**config.mk**
```make
export PLATFORM = sky130hd
export DESIGN_NAME = cfgspace_regfile
export DESIGN_NICKNAME = d
export VERILOG_FILES = /design/src/rtl/cfgspace_pkg.sv /design/src/rtl/cfgspace_decode.sv /design/src/rtl/cfgspace_w1c.sv /design/src/rtl/cfgspace_window.sv /design/src/rtl/cfgspace_regfile.sv
export SDC_FILE = /design/constraint.sdc
export NUM_CORES = 1
export LEC_CHECK = 0
export BUFFER_PORTS_ARGS = -buffer_cell sky130_fd_sc_hd__buf_2
export CAP_MARGIN = 10
export CORE_AREA = 2 2 126 128
export DETAILED_ROUTE_END_ITERATION = 8
export DIE_AREA = 0 0 128 130
export GPL_TIMING_DRIVEN = 1
export PLACE_DENSITY = 0.83
export RECOVER_POWER = 50
export SLEW_MARGIN = 30
export SYNTH_ARGS = -nofsm -noshare
export SYNTH_HDL_FRONTEND = slang
export SYNTH_SLANG_ARGS = --single-unit
```
**constraint.sdc**
```tcl
create_clock -name clk -period 2.7 [get_ports clk]
set_input_delay 0.405 -clock clk [delete_from_list [all_inputs] [get_ports clk]]
set_output_delay 0.405 -clock clk [all_outputs]
set_load 0.02 [all_outputs]
```
**src/rtl/cfgspace_pkg.sv**
```systemverilog
package cfgspace_pkg;

    localparam logic [15:0] ID_VENDOR = 16'h1057;
    localparam logic [15:0] ID_DEVICE = 16'h4800;
    localparam logic [7:0]  ID_REV    = 8'h01;
    localparam logic [23:0] ID_CLASS  = 24'h068000;
    localparam logic [7:0]  ID_IPIN   = 8'h01;

    localparam int WORD_W = 6;

    // word indices (byte offset / 4)
    localparam logic [WORD_W-1:0] W_IDENT  = 6'h00;
    localparam logic [WORD_W-1:0] W_CMDSTA = 6'h01;
    localparam logic [WORD_W-1:0] W_CLASS  = 6'h02;
    localparam logic [WORD_W-1:0] W_IOBAR  = 6'h04;
    localparam logic [WORD_W-1:0] W_MEMBAR = 6'h05;
    localparam logic [WORD_W-1:0] W_INTLN  = 6'h0F;
    localparam logic [WORD_W-1:0] W_WIN0   = 6'h10;
    localparam logic [WORD_W-1:0] W_ICTL   = 6'h14;

    typedef enum logic [1:0] {
        ACC_NONE  = 2'd0,
        ACC_CFG   = 2'd1,
        ACC_ALIAS = 2'd2
    } acc_kind_e;

    function automatic logic [31:0] be_merge(input logic [31:0] old_v,
                                             input logic [31:0] new_v,
                                             input logic [3:0]  be);
        logic [31:0] r;
        for (int b = 0; b < 4; b++) begin
            r[8*b +: 8] = be[b] ? new_v[8*b +: 8] : old_v[8*b +: 8];
        end
        return r;
    endfunction

endpackage

```
**src/rtl/cfgspace_decode.sv**
```systemverilog
module cfgspace_decode
    import cfgspace_pkg::*;
#(
    parameter int              ADDR_W     = 16,
    parameter logic [ADDR_W-1:0] ALIAS_BASE = 16'hF800
) (
    input  logic                acc_is_cfg,
    input  logic [ADDR_W-1:0]   acc_addr,
    output acc_kind_e           kind,
    output logic [WORD_W-1:0]   word_idx
);

    logic unused_lsb;
    assign unused_lsb = ^acc_addr[1:0];

    always_comb begin
        if (acc_is_cfg) begin
            kind = ACC_CFG;
        end else if (acc_addr[ADDR_W-1:8] == ALIAS_BASE[ADDR_W-1:8]) begin
            kind = ACC_ALIAS;
        end else begin
            kind = ACC_NONE;
        end
        word_idx = acc_addr[7:2];
    end

endmodule

```
**src/rtl/cfgspace_w1c.sv**
```systemverilog
module cfgspace_w1c #(
    parameter int N = 3
) (
    input  logic         clk,
    input  logic         rst_n,
    input  logic [N-1:0] set_evt,
    input  logic [N-1:0] clr_mask,
    output logic [N-1:0] flags
);

    always_ff @(posedge clk or negedge rst_n) begin
        if (!rst_n) begin
            flags <= '0;
        end else begin
            flags <= (flags & ~clr_mask) | set_evt;
        end
    end

endmodule

```
**src/rtl/cfgspace_window.sv**
```systemverilog
module cfgspace_window
    import cfgspace_pkg::*;
(
    input  logic        clk,
    input  logic        rst_n,
    input  logic        we_range,
    input  logic        we_ctrl,
    input  logic [3:0]  be,
    input  logic [31:0] wdata,
    output logic [15:0] start_q,
    output logic [15:0] end_q,
    output logic [15:0] offset_q,
    output logic        en_q
);

    logic [31:0] range_nxt;
    logic [31:0] ctrl_nxt;

    always_comb begin
        range_nxt = be_merge({end_q, start_q}, wdata, be);
        ctrl_nxt  = be_merge({15'h0, en_q, offset_q}, wdata, be);
    end

    always_ff @(posedge clk or negedge rst_n) begin
        if (!rst_n) begin
            start_q  <= '0;
            end_q    <= '0;
            offset_q <= '0;
            en_q     <= 1'b0;
        end else begin
            if (we_range) begin
                start_q <= range_nxt[15:0];
                end_q   <= range_nxt[31:16];
            end
            if (we_ctrl) begin
                offset_q <= ctrl_nxt[15:0];
                en_q     <= ctrl_nxt[16];
            end
        end
    end

endmodule

```
**src/rtl/cfgspace_regfile.sv**
```systemverilog
module cfgspace_regfile
    import cfgspace_pkg::*;
#(
    parameter int                ADDR_W     = 16,
    parameter logic [ADDR_W-1:0] ALIAS_BASE = 16'hF800,
    parameter int                NUM_WIN    = 2
) (
    input  logic                   clk,
    input  logic                   rst_n,
    input  logic                   acc_is_cfg,
    input  logic [ADDR_W-1:0]      acc_addr,
    input  logic [3:0]             acc_be,
    input  logic [31:0]            acc_wdata,
    input  logic                   acc_we,
    output logic [31:0]            acc_rdata,
    input  logic                   evt_sig_tabort,
    input  logic                   evt_rcv_tabort,
    input  logic                   evt_rcv_mabort,
    input  logic [2:0]             irq_level,
    output logic                   io_space_en,
    output logic                   mem_space_en,
    output logic                   bus_master_en,
    output logic [15:0]            io_base,
    output logic [15:0]            mem_base,
    output logic [NUM_WIN-1:0]     win_en,
    output logic [16*NUM_WIN-1:0]  win_start,
    output logic [16*NUM_WIN-1:0]  win_end,
    output logic [16*NUM_WIN-1:0]  win_offset,
    output logic                   irq_req
);

    localparam int NFLAG = 3;

    acc_kind_e         acc_kind;
    logic [WORD_W-1:0] word_idx;
    logic              hit;
    logic              wr_hit;

    logic [2:0]        cmd_q;
    logic [15:0]       iobase_q;
    logic [15:0]       membase_q;
    logic [7:0]        iline_q;
    logic              ien_q;
    logic [NFLAG-1:0]  flag_q;
    logic [NFLAG-1:0]  flag_clr;
    logic [31:0]       wr_merged;
    logic [31:0]       cur_word;

    cfgspace_decode #(
        .ADDR_W     (ADDR_W),
        .ALIAS_BASE (ALIAS_BASE)
    ) i_decode (
        .acc_is_cfg (acc_is_cfg),
        .acc_addr   (acc_addr),
        .kind       (acc_kind),
        .word_idx   (word_idx)
    );

    assign hit    = (acc_kind != ACC_NONE);
    assign wr_hit = acc_we && hit;

    // status flags: [0] signaled target abort (bit 27), [1] received target
    // abort (bit 28), [2] received master abort (bit 29)
    assign flag_clr = (wr_hit && word_idx == W_CMDSTA && acc_be[3])
                    ? acc_wdata[29:27] : '0;

    cfgspace_w1c #(.N(NFLAG)) i_flags (
        .clk      (clk),
        .rst_n    (rst_n),
        .set_evt  ({evt_rcv_mabort, evt_rcv_tabort, evt_sig_tabort}),
        .clr_mask (flag_clr),
        .flags    (flag_q)
    );

    genvar gw;
    generate
        for (gw = 0; gw < NUM_WIN; gw++) begin : g_win
            localparam logic [WORD_W-1:0] W_RNG = W_WIN0 + WORD_W'(2 * gw);
            localparam logic [WORD_W-1:0] W_CTL = W_WIN0 + WORD_W'(2 * gw + 1);
            cfgspace_window i_win (
                .clk      (clk),
                .rst_n    (rst_n),
                .we_range (wr_hit && word_idx == W_RNG),
                .we_ctrl  (wr_hit && word_idx == W_CTL),
                .be       (acc_be),
                .wdata    (acc_wdata),
                .start_q  (win_start[16*gw +: 16]),
                .end_q    (win_end[16*gw +: 16]),
                .offset_q (win_offset[16*gw +: 16]),
                .en_q     (win_en[gw])
            );
        end
    endgenerate

    // read mux
    always_comb begin
        cur_word = '0;
        if (hit) begin
            unique case (word_idx)
                W_IDENT:  cur_word = {ID_DEVICE, ID_VENDOR};
                W_CMDSTA: cur_word = {2'b00, flag_q, 2'b01, 9'h000, 13'h0000, cmd_q};
                W_CLASS:  cur_word = {ID_CLASS, ID_REV};
                W_IOBAR:  cur_word = {iobase_q, 16'h0001};
                W_MEMBAR: cur_word = {membase_q, 16'h0000};
                W_INTLN:  cur_word = {16'h0000, ID_IPIN, iline_q};
                W_ICTL:   cur_word = {28'h0, ien_q, irq_level};
                default:  cur_word = '0;
            endcase
            for (int n = 0; n < NUM_WIN; n++) begin
                if (word_idx == W_WIN0 + WORD_W'(2 * n)) begin
                    cur_word = {win_end[16*n +: 16], win_start[16*n +: 16]};
                end
                if (word_idx == W_WIN0 + WORD_W'(2 * n + 1)) begin
                    cur_word = {15'h0, win_en[n], win_offset[16*n +: 16]};
                end
            end
        end
    end

    assign acc_rdata = cur_word;
    assign wr_merged = be_merge(cur_word, acc_wdata, acc_be);

    always_ff @(posedge clk or negedge rst_n) begin
        if (!rst_n) begin
            cmd_q     <= '0;
            iobase_q  <= '0;
            membase_q <= '0;
            iline_q   <= '0;
            ien_q     <= 1'b0;
        end else if (wr_hit) begin
            unique case (word_idx)
                W_CMDSTA: cmd_q     <= wr_merged[2:0];
                W_IOBAR:  iobase_q  <= wr_merged[31:16];
                W_MEMBAR: membase_q <= wr_merged[31:16];
                W_INTLN:  iline_q   <= wr_merged[7:0];
                W_ICTL:   ien_q     <= wr_merged[3];
                default:  ;
            endcase
        end
    end

    assign io_space_en   = cmd_q[0];
    assign mem_space_en  = cmd_q[1];
    assign bus_master_en = cmd_q[2];
    assign io_base       = iobase_q;
    assign mem_base      = membase_q;
    assign irq_req       = ien_q && (irq_level != 3'd0);

endmodule

```
==> metrics.txt <==
vias in the first global route 6630; synth-to-layout area growth 27.3%; crit end category primary output; FF-to-FF path depth 5; syn_area_per_cell around 11 sq um; gr usage total 28.4%; crit path time final approximately 2.6 ns; Ys Warns 0; Mapped Area roughly 7600 sq um; Synth Register Bits between 100 and 150; WL final 23500 um; vias 6840; worst vdd ir between 400 and 500 uV; Seq/Total Area, Yosys 48.0%; Initial Util approximately 49%; Worst Skew 0.00583 ns; core box area 15400 sq um; die height 130 um; Placement Cell Area a little over 9000 sq um; Antenna diodes 0; Syn Nets 742; first-pass iteration count of the detailed router 6; outcome finished clean; reg2reg setup slack 1.09 ns; Reg clk slew, reported paths 0.06 ns; Worst-Margin Slew 1.04 ns; WHS 0.169 ns; htree depth 4; net count reported at finish between 900 and 1000; top cell type's share of synthesized area between 40% and 50%; Final ANT Viol Nets 0; Post-Synth XOR/XNOR Area 0.116%; Final TNS setup 0 ns; leakage power between 0.004 and 0.005 uW; hold path depth 2; CP arrival 2.21 ns; CTS tree done; Reg-to-Reg Start g_win[0].i_win.end_q[11]; drt first-iter violations just over 600; initial antenna violation count 0; PD cells approximately 590 nW/um^2; Final Max Slew Viols 0; Clock Sinks 145; Congestion Overflow GR 0; Compound-Gate Fraction of Synth Area a little under an eighth; per-cell routed wire length 20.8 um; first-pass GRT wire length around 36000 um; Top FF cell, synth dfrtp_1; CP Max Fanout 9; final setup vio count 0; worst r2r dst mem_base[11]; CTS Buf Count 17; synth top area cells dfrtp_1, mux2_2, nand3_1, nor2_1, a31oi_1; DRC 0; worst setup path start acc_addr[5]; CTS Buffer Depth 2; Hold Vio Cnt, Final 0; Post-Synthesis Cells 680; full die area 16600 sq um; utilization after layout 62.4%; final period utilization 96.7%; Worst-Skew Late Latency 0.43 ns; CTS root buf clkbuf_16; GPL Wtd Cong 0.848; FMAX around 0.38 GHz; largest family of logic cells by synthesized area simple AND/OR/NAND/NOR gates; CP Launch Type input port; worst min path class in -> reg; num ports 228; detailed-route vias per instance 6.05; relative slew slack between 30% and 40%; cell row count 46; Synth Area in Adders 0%; PortBufs 225; die extent in x 128 um; post-DP HPWL roughly 17000 um; largest net degree at the start of global routing 64; number of synthesized flops with an enable pin 0; asr flop ratio synth 100%; synthesized-area fraction occupied by and/or/nand/nor cells 19.6%; WS Path Type in -> out; worst setup path end acc_rdata[12]; Netlist cell types 66; layout cells sized above 1 38.3%; Max Cap Viol 0; cell taking the most area after synthesis dfrtp_1; mux share of post-synthesis cell area 16.9%; Req. time, crit path 2.30 ns; final instance area 9620 sq um
==> where the power goes <==
group | total, uW | switching (uW) | internal (uW)
registers | 2440 | 123 | 2320
clock network | 2450 | 945 | 1500
logic | 810 | 530 | 280
total | 5700 | 1600 | 4100
==> metrics by stage <==
stage               total power, uW  setup slack [ns]  std cells
detailed placement             3310            0.0264       1095
global route                   5900          -0.00280       1131
global placement               3280           -0.0150       1095
floorplan                      2920            0.0897        680
CTS                            5750            0.0199       1128
finish                         5700            0.0885       1131
==> state kept, by name, summed over array words and instances (netlist names) <==
name and cells:
iline_q 8, i_flags.flags 3, ien_q 1, cmd_q 3
g_win.i_win.start_q 32, g_win.i_win.offset_q 32, io_base 16, g_win.i_win.en_q 2
g_win.i_win.end_q 32, mem_base 16
==> layout by cell type, fill, tap and decap left out, drive strengths merged, types with 5 or more instances in the layout <==
cell | netlist | routed
a31oi | 29 | 29
dfrtp | 145 | 145
mux2 | 103 | 103
o22ai | 7 | 7
nor2 | 57 | 57
clkinv | 0 | 7
o21ai | 14 | 14
mux2i | 9 | 9
nor3 | 13 | 13
o211ai | 6 | 6
clkbuf | 18 | 105
a22oi | 17 | 17
nand3 | 67 | 67
nand4 | 14 | 14
buf | 30 | 188
and3 | 8 | 8
inv | 5 | 6
a21oi | 18 | 18
and2 | 21 | 21
nand2 | 34 | 34
nand2b | 5 | 5
==> cell type report <==
type | instances | area [sq um]
multi-input combinational | 482 | 3660
sequential | 145 | 3630
clock buffer | 19 | 453
tap | 192 | 240
timing repair buffer | 275 | 1460
fill | 1334 | 5800
inverter | 5 | 18.8
clock inverter | 13 | 160
==> worst min path at each step <==
stage	to	start	slack [ns]
2_1_floorplan	cmd_q[0]	rst_n	0.11
3_3_place_gp	g_win[1].i_win.end_q[12]	rst_n	0.34
3_5_place_dp	g_win[1].i_win.end_q[12]	rst_n	0.34
4_1_cts	i_flags.flags[2]	evt_rcv_mabort	0.16
5_1_grt	i_flags.flags[2]	evt_rcv_mabort	0.17
6_report	i_flags.flags[2]	evt_rcv_mabort	0.17
==> what timing repair did <==
action / in CTS / in global routing
endpoints found under the hold margin: 36 / 0
resized for setup: 0 / 8
buffers inserted: 0 / 3
endpoints found under the setup margin: 0 / 23
hold buffers: 1 / 0
==> Yosys cell counts, types with 14 or more instances <==
| cell type | n |
|---|---|
| a21oi_1 | 18 |
| a22oi_1 | 17 |
| a31oi_1 | 28 |
| and2_1 | 21 |
| buf_2 | 16 |
| clkbuf_1 | 18 |
| dfrtp_1 | 145 |
| mux2_2 | 95 |
| nand2_1 | 34 |
| nand3_1 | 55 |
| nand4_1 | 14 |
| nor2_1 | 52 |
==> metal layers <==
metal	part of all wire, %	wire length (um)	GRT usage, %
met4	2.5	593	11.3
met1	39	9290	37.0
met2	49	11600	45.9
met5	0	0	0
met3	8.7	2050	7.05
==> kinds of logic after synthesis <==
logic type | Yosys count
and+or+nand+nor | 245
DFF | 145
AOI/OAI and AO/OA | 124
buffers and inverters | 53
xor gates and xnor gates | 1
muxes | 112
==> worst max-delay path, stage by stage <==
cell and delay [ns]:
buf_2 0.11, or4b_1 0.57, buf_6 0.19, buf_4 0.18, nor2_8 0.18, a222oi_1 0.12, nor2_1 0.22, buf_2 0.21
(Power assumes the default switching activity.)
